<file path="src/rtl/rawevt_pkg.sv">
package rawevt_pkg;
  typedef enum logic [1:0] {
    K_PAY = 2'd0,
    K_HDR = 2'd1,
    K_TRL = 2'd2,
    K_END = 2'd3
  } kind_t;

  typedef enum logic [1:0] {
    ST_HDR  = 2'd0,
    ST_DATA = 2'd1,
    ST_TRL  = 2'd2,
    ST_END  = 2'd3
  } fstate_t;
endpackage

</file>
<file path="src/rtl/rawevt_gray2bin.sv">
module rawevt_gray2bin #(
  parameter int W = 16
) (
  input  logic [W-1:0] gray,
  output logic [W-1:0] bin
);
  for (genvar i = 0; i < W; i++) begin : g_bit
    assign bin[i] = ^gray[W-1:i];
  end
endmodule

</file>
<file path="src/rtl/rawevt_bxcnt.sv">
module rawevt_bxcnt #(
  parameter int BX_W = 8
) (
  input  logic            clk,
  input  logic            rst_n,
  input  logic            tick,
  input  logic            resync,
  output logic [BX_W-1:0] count
);
  always_ff @(posedge clk or negedge rst_n) begin
    if (!rst_n)      count <= '0;
    else if (resync) count <= '0;
    else if (tick)   count <= count + 1'b1;
  end
endmodule

</file>
<file path="src/rtl/rawevt_seq.sv">
module rawevt_seq
  import rawevt_pkg::*;
#(
  parameter int DATA_W = 16,
  parameter int BX_W   = 8
) (
  input  logic              clk,
  input  logic              rst_n,
  input  logic              hold_v,
  input  logic              hold_mark,
  input  logic [DATA_W-1:0] pay_bin,
  input  logic [BX_W-1:0]   bx_cnt,
  input  logic              o_ready,
  output logic              o_valid,
  output logic [1:0]        o_kind,
  output logic [DATA_W-1:0] o_data,
  output logic              o_eot,
  output logic              drain,
  output logic [DATA_W-1:0] pay_cnt
);
  fstate_t           st;
  logic [BX_W-1:0]   hdr_q;
  logic              fire;

  always_comb begin
    o_valid = 1'b1;
    o_kind  = K_HDR;
    o_data  = DATA_W'(hdr_q);
    o_eot   = 1'b0;
    drain   = 1'b0;
    case (st)
      ST_DATA: begin
        o_kind  = K_PAY;
        o_data  = pay_bin;
        o_valid = hold_v && !hold_mark;
        drain   = hold_v && (hold_mark || o_ready);
      end
      ST_TRL: begin
        o_kind = K_TRL;
        o_data = pay_cnt;
      end
      ST_END: begin
        o_kind = K_END;
        o_data = '0;
        o_eot  = 1'b1;
      end
      default: ;
    endcase
  end

  assign fire = o_valid && o_ready;

  always_ff @(posedge clk or negedge rst_n) begin
    if (!rst_n) begin
      st      <= ST_HDR;
      hdr_q   <= '0;
      pay_cnt <= '0;
    end else begin
      case (st)
        ST_HDR: if (fire) begin
          st      <= ST_DATA;
          pay_cnt <= '0;
        end
        ST_DATA: begin
          if (hold_v && hold_mark) st <= ST_TRL;
          else if (fire)           pay_cnt <= pay_cnt + 1'b1;
        end
        ST_TRL: if (fire) st <= ST_END;
        ST_END: if (fire) begin
          st    <= ST_HDR;
          hdr_q <= bx_cnt;
        end
        default: st <= ST_HDR;
      endcase
    end
  end
endmodule

</file>
<file path="src/rtl/rawevt_framer.sv">
module rawevt_framer #(
  parameter int               DATA_W   = 16,
  parameter int               BX_W     = 8,
  parameter logic [DATA_W-1:0] EOE_MARK = 16'hFFFF
) (
  input  logic              clk,
  input  logic              rst_n,
  input  logic              i_valid,
  output logic              i_ready,
  input  logic [DATA_W-1:0] i_data,
  input  logic              i_bx_tick,
  input  logic              i_resync,
  output logic              o_valid,
  input  logic              o_ready,
  output logic [DATA_W-1:0] o_data,
  output logic [1:0]        o_kind,
  output logic              o_eot
);
  logic              hold_v;
  logic [DATA_W-1:0] hold_d;
  logic              hold_mark;
  logic [DATA_W-1:0] pay_bin;
  logic [BX_W-1:0]   bx_cnt;
  logic [DATA_W-1:0] pay_cnt;
  logic              drain;
  logic              take;

  assign hold_mark = (hold_d == EOE_MARK);
  assign i_ready   = !hold_v || drain;
  assign take      = i_valid && i_ready;

  always_ff @(posedge clk or negedge rst_n) begin
    if (!rst_n) begin
      hold_v <= 1'b0;
      hold_d <= '0;
    end else begin
      if (take) begin
        hold_v <= 1'b1;
        hold_d <= i_data;
      end else if (drain) begin
        hold_v <= 1'b0;
      end
    end
  end

  rawevt_gray2bin #(.W(DATA_W)) u_g2b (
    .gray (hold_d),
    .bin  (pay_bin)
  );

  rawevt_bxcnt #(.BX_W(BX_W)) u_bx (
    .clk    (clk),
    .rst_n  (rst_n),
    .tick   (i_bx_tick),
    .resync (i_resync),
    .count  (bx_cnt)
  );

  rawevt_seq #(.DATA_W(DATA_W), .BX_W(BX_W)) u_seq (
    .clk       (clk),
    .rst_n     (rst_n),
    .hold_v    (hold_v),
    .hold_mark (hold_mark),
    .pay_bin   (pay_bin),
    .bx_cnt    (bx_cnt),
    .o_ready   (o_ready),
    .o_valid   (o_valid),
    .o_kind    (o_kind),
    .o_data    (o_data),
    .o_eot     (o_eot),
    .drain     (drain),
    .pay_cnt   (pay_cnt)
  );
endmodule

</file>
<file path="config.mk">
export PLATFORM = sky130hd
export DESIGN_NAME = rawevt_framer
export DESIGN_NICKNAME = d
export VERILOG_FILES = /design/src/rtl/rawevt_pkg.sv /design/src/rtl/rawevt_gray2bin.sv /design/src/rtl/rawevt_bxcnt.sv /design/src/rtl/rawevt_seq.sv /design/src/rtl/rawevt_framer.sv
export SDC_FILE = /design/constraint.sdc
export NUM_CORES = 1
export LEC_CHECK = 0
export BUFFER_PORTS_ARGS = -buffer_cell sky130_fd_sc_hd__buf_4
export CORE_MARGIN = 2
export CORE_UTILIZATION = 25
export CTS_CLUSTER_SIZE = 16
export DETAILED_ROUTE_END_ITERATION = 6
export PLACE_DENSITY_LB_ADDON = 0.3
export SYNTH_ARGS = -nofsm -noshare
export SYNTH_HDL_FRONTEND = slang
export SYNTH_SLANG_ARGS = --single-unit
export TNS_END_PERCENT = 30
</file>
<file path="constraint.sdc">
create_clock -name clk -period 4.55 [get_ports clk]
set_input_delay 0.6825 -clock clk [delete_from_list [all_inputs] [get_ports clk]]
set_output_delay 0.6825 -clock clk [all_outputs]
set_load 0.005 [all_outputs]
</file>
== Yosys cells after proc, flatten, opt, wreduce, memory -nomap -nowiden ==
Index checks and enable logic that the tools add are counted.

* Bits in registers: 51
* Bits of input ports: 22
* Word-level logic and storage cells: 67

* $add $sub $neg: 2
* Equal/unequal tests: 10
* Multiplexer cells: 18
* Reduce and logical (&&, ||, !) cells: 31

{| class="wikitable"
|+ Operators by type and width
! cell !! count
|-
| 16-bit two-way mux || 3
|-
| 16-bit case mux with 3 select lines || 1
|-
| 16-bit case mux with 2 select lines || 1
|-
| 16-bit by 1-bit adder with 16-bit output (second input constant) || 1
|-
| 16-bit equality test (second input constant) || 1
|-
| 8-bit two-way mux || 2
|-
| 16-bit parity || 1
|-
| 15-bit parity || 1
|-
| 14-bit parity || 1
|-
| 13-bit parity || 1
|-
| 12-bit parity || 1
|-
| 11-bit parity || 1
|-
| 2-bit by 1-bit inequality test with 1-bit output (second input constant) || 5
|-
| 10-bit parity || 1
|-
| 9-bit parity || 1
|-
| 8-bit by 1-bit adder with 8-bit output (second input constant) || 1
|-
| 2-bit two-way mux || 4
|-
| 2-bit case mux with 4 select lines || 1
|-
| 4-bit AND reduction || 2
|-
| 8-bit parity || 1
|-
| 7-bit parity || 1
|-
| 2-bit case mux with 3 select lines || 1
|-
| 2-bit nonzero test || 3
|-
| 6-bit parity || 1
|-
| other kinds (13) || 24
|}

== Longest topological paths before layout ==
* Depth in word-level cells: 8
* Depth in mapped cells: 8
* Gate-level depth less buffers: 7

== Modules after synthesis ==
A second synthesis with hierarchy kept.

* Cells, all modules: 293
* Area total of the unflattened synthesis: 3,108.0 um^2

{| class="wikitable"
|+ By module, submodules not included
! module !! instances !! cells an instance !! area each (um^2)
|-
| rawevt_seq || 1 || 185 || 1,657.8
|-
| rawevt_framer || 1 || 42 || 726.9
|-
| rawevt_bxcnt || 1 || 37 || 396.6
|-
| rawevt_gray2bin || 1 || 29 || 326.6
|}

== Worst setup path after synthesis ==
Ideal clock, no wire load.

* Path kind: flip-flop to output port
* Start point: reg hold_d[15]
* End point: out o_data[1]
* Arrival time: 1,993 ps
* Data required time: 3,868 ps
* Slack: 1,874 ps
* Cell stages (with the launch flop): 6
* Buffers on the path: 0
* Cell sequence: dfrtp_1 xor3_2 xnor3_2 xnor2_4 xnor3_1 o2bb2ai_1

* Word-level cells in the longest chain between the ends: 2

{| class="wikitable"
|+ RTL lines
! element !! line !! source
|-
| from (decl) || rawevt_framer.sv:20 || <nowiki>logic [DATA_W-1:0] hold_d;</nowiki>
|-
| from (signal assigned) || rawevt_framer.sv:39 || <nowiki>hold_d <= i_data;</nowiki>
|-
| 15-bit parity || rawevt_gray2bin.sv:8 || <nowiki>assign bin[i] = ^gray[W-1:i];</nowiki>
|-
| 16-bit case mux with 3 select lines || rawevt_seq.sv:31 || <nowiki>case (st)</nowiki>
|-
| to (decl) || rawevt_framer.sv:15 || <nowiki>output logic [DATA_W-1:0] o_data,</nowiki>
|}

Every way passes these cells.

== Worst setup path after layout ==
Ends and elaborated chain as after synthesis.

==> run summary <==
Avg Inst Size Synth - 10.1 um2
Final Wtd Congestion - 0.864
Syn Std Cell Area - 3100 um2
crit path kind - register to output port
placed cells - 504
RSZ-0062 raised after global routing - false
setup TNS - 0 ns
Int Pwr - 2.19 mW
chip width - 115 um
Warnings, synthesis - 0
initial core utilization - 25.7%
Gate Count Post-Synth - 308
LEAKAGE - 1.63 nW
diode count - 0
CP max FO - 4
sw frac - 41.1%
Slew @ Worst Pin - 0.994 ns
Max clock buf depth - 2
post-CTS setup buffers - 0
clock share of power - 10.2%
post-DP HPWL - 5490 um
syn nets - 345
core footprint - 12100 um2
grt ovf - 0
power density cells - 999 nW/um2
non-filler cells in the finished layout - 511
asr flop ratio synth - 100%
Switch Pwr - 1.53 mW
# IOs - 43
Synth Flop Type - dfrtp_1
DR WL/cell - 14.5 um
antenna-violating nets left - 0
layout cells sized above 1 - 19.2%
Area Overhead vs Synth - 20.0%
Resized cells post-CTS - 0
WP data arrival - 2.55 ns
worst IR drop on VDD - 0.000704 V
post-synthesis cell type count - 48
max cap viols - 0
Worst Setup Start Kind - register
sequential power share - 22.4%
endpoints failing hold - 0
CTS Hold Bufs - 0
global-route wire length before repair - 12300 um
port bufs - 42
GR Util met1 - 16.5%
vias per cell - 4.71
fin crit share - 71.0%
Die Y - 115 um
post-synthesis sequential area ratio - 41.1%
Site Rows - 40
Clock Pin Slew Worst Setup and Hold Paths - 0.07 ns
Clock Latency Late Sink - 0.29 ns
combinational power share - 67.5%
Yosys reg bits - 51
Worst Hold Slack - 0.434 ns
Layout Nets - 380
root buffer cell - clkbuf_16
crit path time final - 3.23 ns
H-tree depth - 2
setup violators final - 0
Routed Wire Length - 7410 um
clock skew - 0.00393 ns
CTS tree - built
post-route cell area - 3720 um2
FMAX - 310 MHz
met2 Use GR - 18.4%
GR peak layer - met2
die area - 13300 um2
DP Area - 3580 um2
DRC Markers - 0
vias in the first global route - 2360
initial DRC count - 162
CP Capture Type - output port
filler instances - 1272
Slew Viols, Final - 0
via count - 2405
Hold WC Path Type - primary input to async pin
Max-slew headroom - 33.3%
status - completed
overall routing resource usage - 11.6%
M3 GR Usage - 1.73%
largest net degree at the start of global routing - 52
Critical Path RT - 3.87 ns
# clock sinks - 51
TritonRoute pass-1 iters - 4
initial antenna violation count - 0
EDFF count, synth - 0
total CTS buffers - 5
-- registers in the layout (all words and copies together), names as in the netlist --
register / cells
u_bx.count: 8
u_seq.hdr_q: 8
u_seq.pay_cnt: 16
u_seq.st: 2
hold_v: 1
hold_d: 16
-- synthesized netlist by cell type, drive strengths merged, types with 2 or more instances --
master   count  area (um2)
dfrtp       51        1280
nand3       16        80.1
a22o         5        43.8
or4          3        22.5
o2111ai      2        17.5
nor3         3        15.0
nor2b        5        31.3
or3          5        31.3
inv          7        26.3
and4         2        17.5
mux2i        2        20.0
nand2b       2        12.5
and3         4        25.0
mux2        24         270
xnor3        3        68.8
xor2         8        88.8
a21oi        9        45.0
o311ai       6        52.6
nand2       34         128
ha          15         188
o21ai       19        95.1
a22oi        8        60.1
clkbuf      14        52.6
xnor2       16         159
nor2        21        78.8
o221ai       2        17.5
nand4        7        43.8
-- per-stage QoR --
stage,power (mW),setup slack [ns],utilization (%)
2_1_floorplan,2.59,1.87,-
3_3_place_gp,3.36,1.67,29.7
3_5_place_dp,3.39,1.62,29.7
6_report,3.72,1.32,30.9
4_1_cts,3.78,1.31,30.9
5_1_grt,4.05,1.18,30.9
-- worst max-delay path, cell delays in order (launching register included) --
cell	delay, ns
dfrtp_1	0.40
xor3_2	0.50
xnor3_2	0.44
xnor2_4	0.23
xnor3_1	0.43
o2bb2ai_1	0.13
buf_4	0.14
-- kinds of logic after synthesis --
group,Yosys count,share of synthesized area (%)
AO/OA/AOI/OAI,60,13.2
flip-flops,51,41.1
multiplexers,26,9.35
adder cells (fa/ha/maj),15,6.05
XOR/XNOR,28,11.0
buffers and inverters,22,2.66
AND/OR/NAND/NOR,106,16.6
-- power by group through the flow --
stage	combinational (mW)	clock [mW]	sequential, mW
final	2.51	0.378	0.832
after global placement	2.53	0	0.835
after floorplan	1.81	0	0.779
after global routing	2.78	0.405	0.869
after detailed placement	2.55	0	0.837
after CTS	2.56	0.391	0.830
-- final cells by class --
cell class	instances	area [um2]	area share [%]
clock buffer	6	139	3.73
clock inverter	1	5.00	0.134
inverter	7	26.3	0.705
multi-input combinational	235	1750	46.9
sequential	51	1280	34.3
tap	168	210	5.64
timing repair buffer	43	323	8.67
-- final timing paths --
| check | startpoint | endpoint | slack [ns] | cells after the start |
|---|---|---|---|---|
| setup / recovery | hold_d[15] | o_data[1] | 1.32 | 6 |
| min in group clk | u_seq.hdr_q[0] | u_seq.hdr_q[0] | 0.49 | 1 |
| setup reg to reg | u_seq.st[1] | hold_d[4] | 1.79 | 6 |
| hold reg to reg | u_seq.hdr_q[0] | u_seq.hdr_q[0] | 0.49 | 1 |
| hold / removal | rst_n | u_seq.pay_cnt[11] | 0.43 | 1 |
| max in group asynchronous | rst_n | u_bx.count[0] | 3.67 | 1 |
-- layout by cell type, fill, tap and decap left out, types with 3 or more instances in the layout --
master	count
nand3_1	16
clkbuf_16	5
nand2_1	34
inv_1	7
o21ai_0	14
mux2_1	13
nor2b_1	5
ha_1	15
buf_4	43
mux2_2	11
nor2_1	21
o311ai_0	4
a22o_1	5
xor2_1	7
a22oi_1	8
nor3_1	3
a21oi_1	9
dfrtp_1	51
and3_1	4
or3_1	5
or4_1	3
nand4_1	7
xnor2_1	15
o21ai_1	5
-- routing by layer --
metal	vias to the layer above	routed length (um)	part of all wire, %
met2	56	3560	48
met5	-	0	0
met1	1154	3480	47
met3	6	287	3.9
met4	0	74	1.0
li1	1189	-	-
Power figures use the tool's default switching activity.
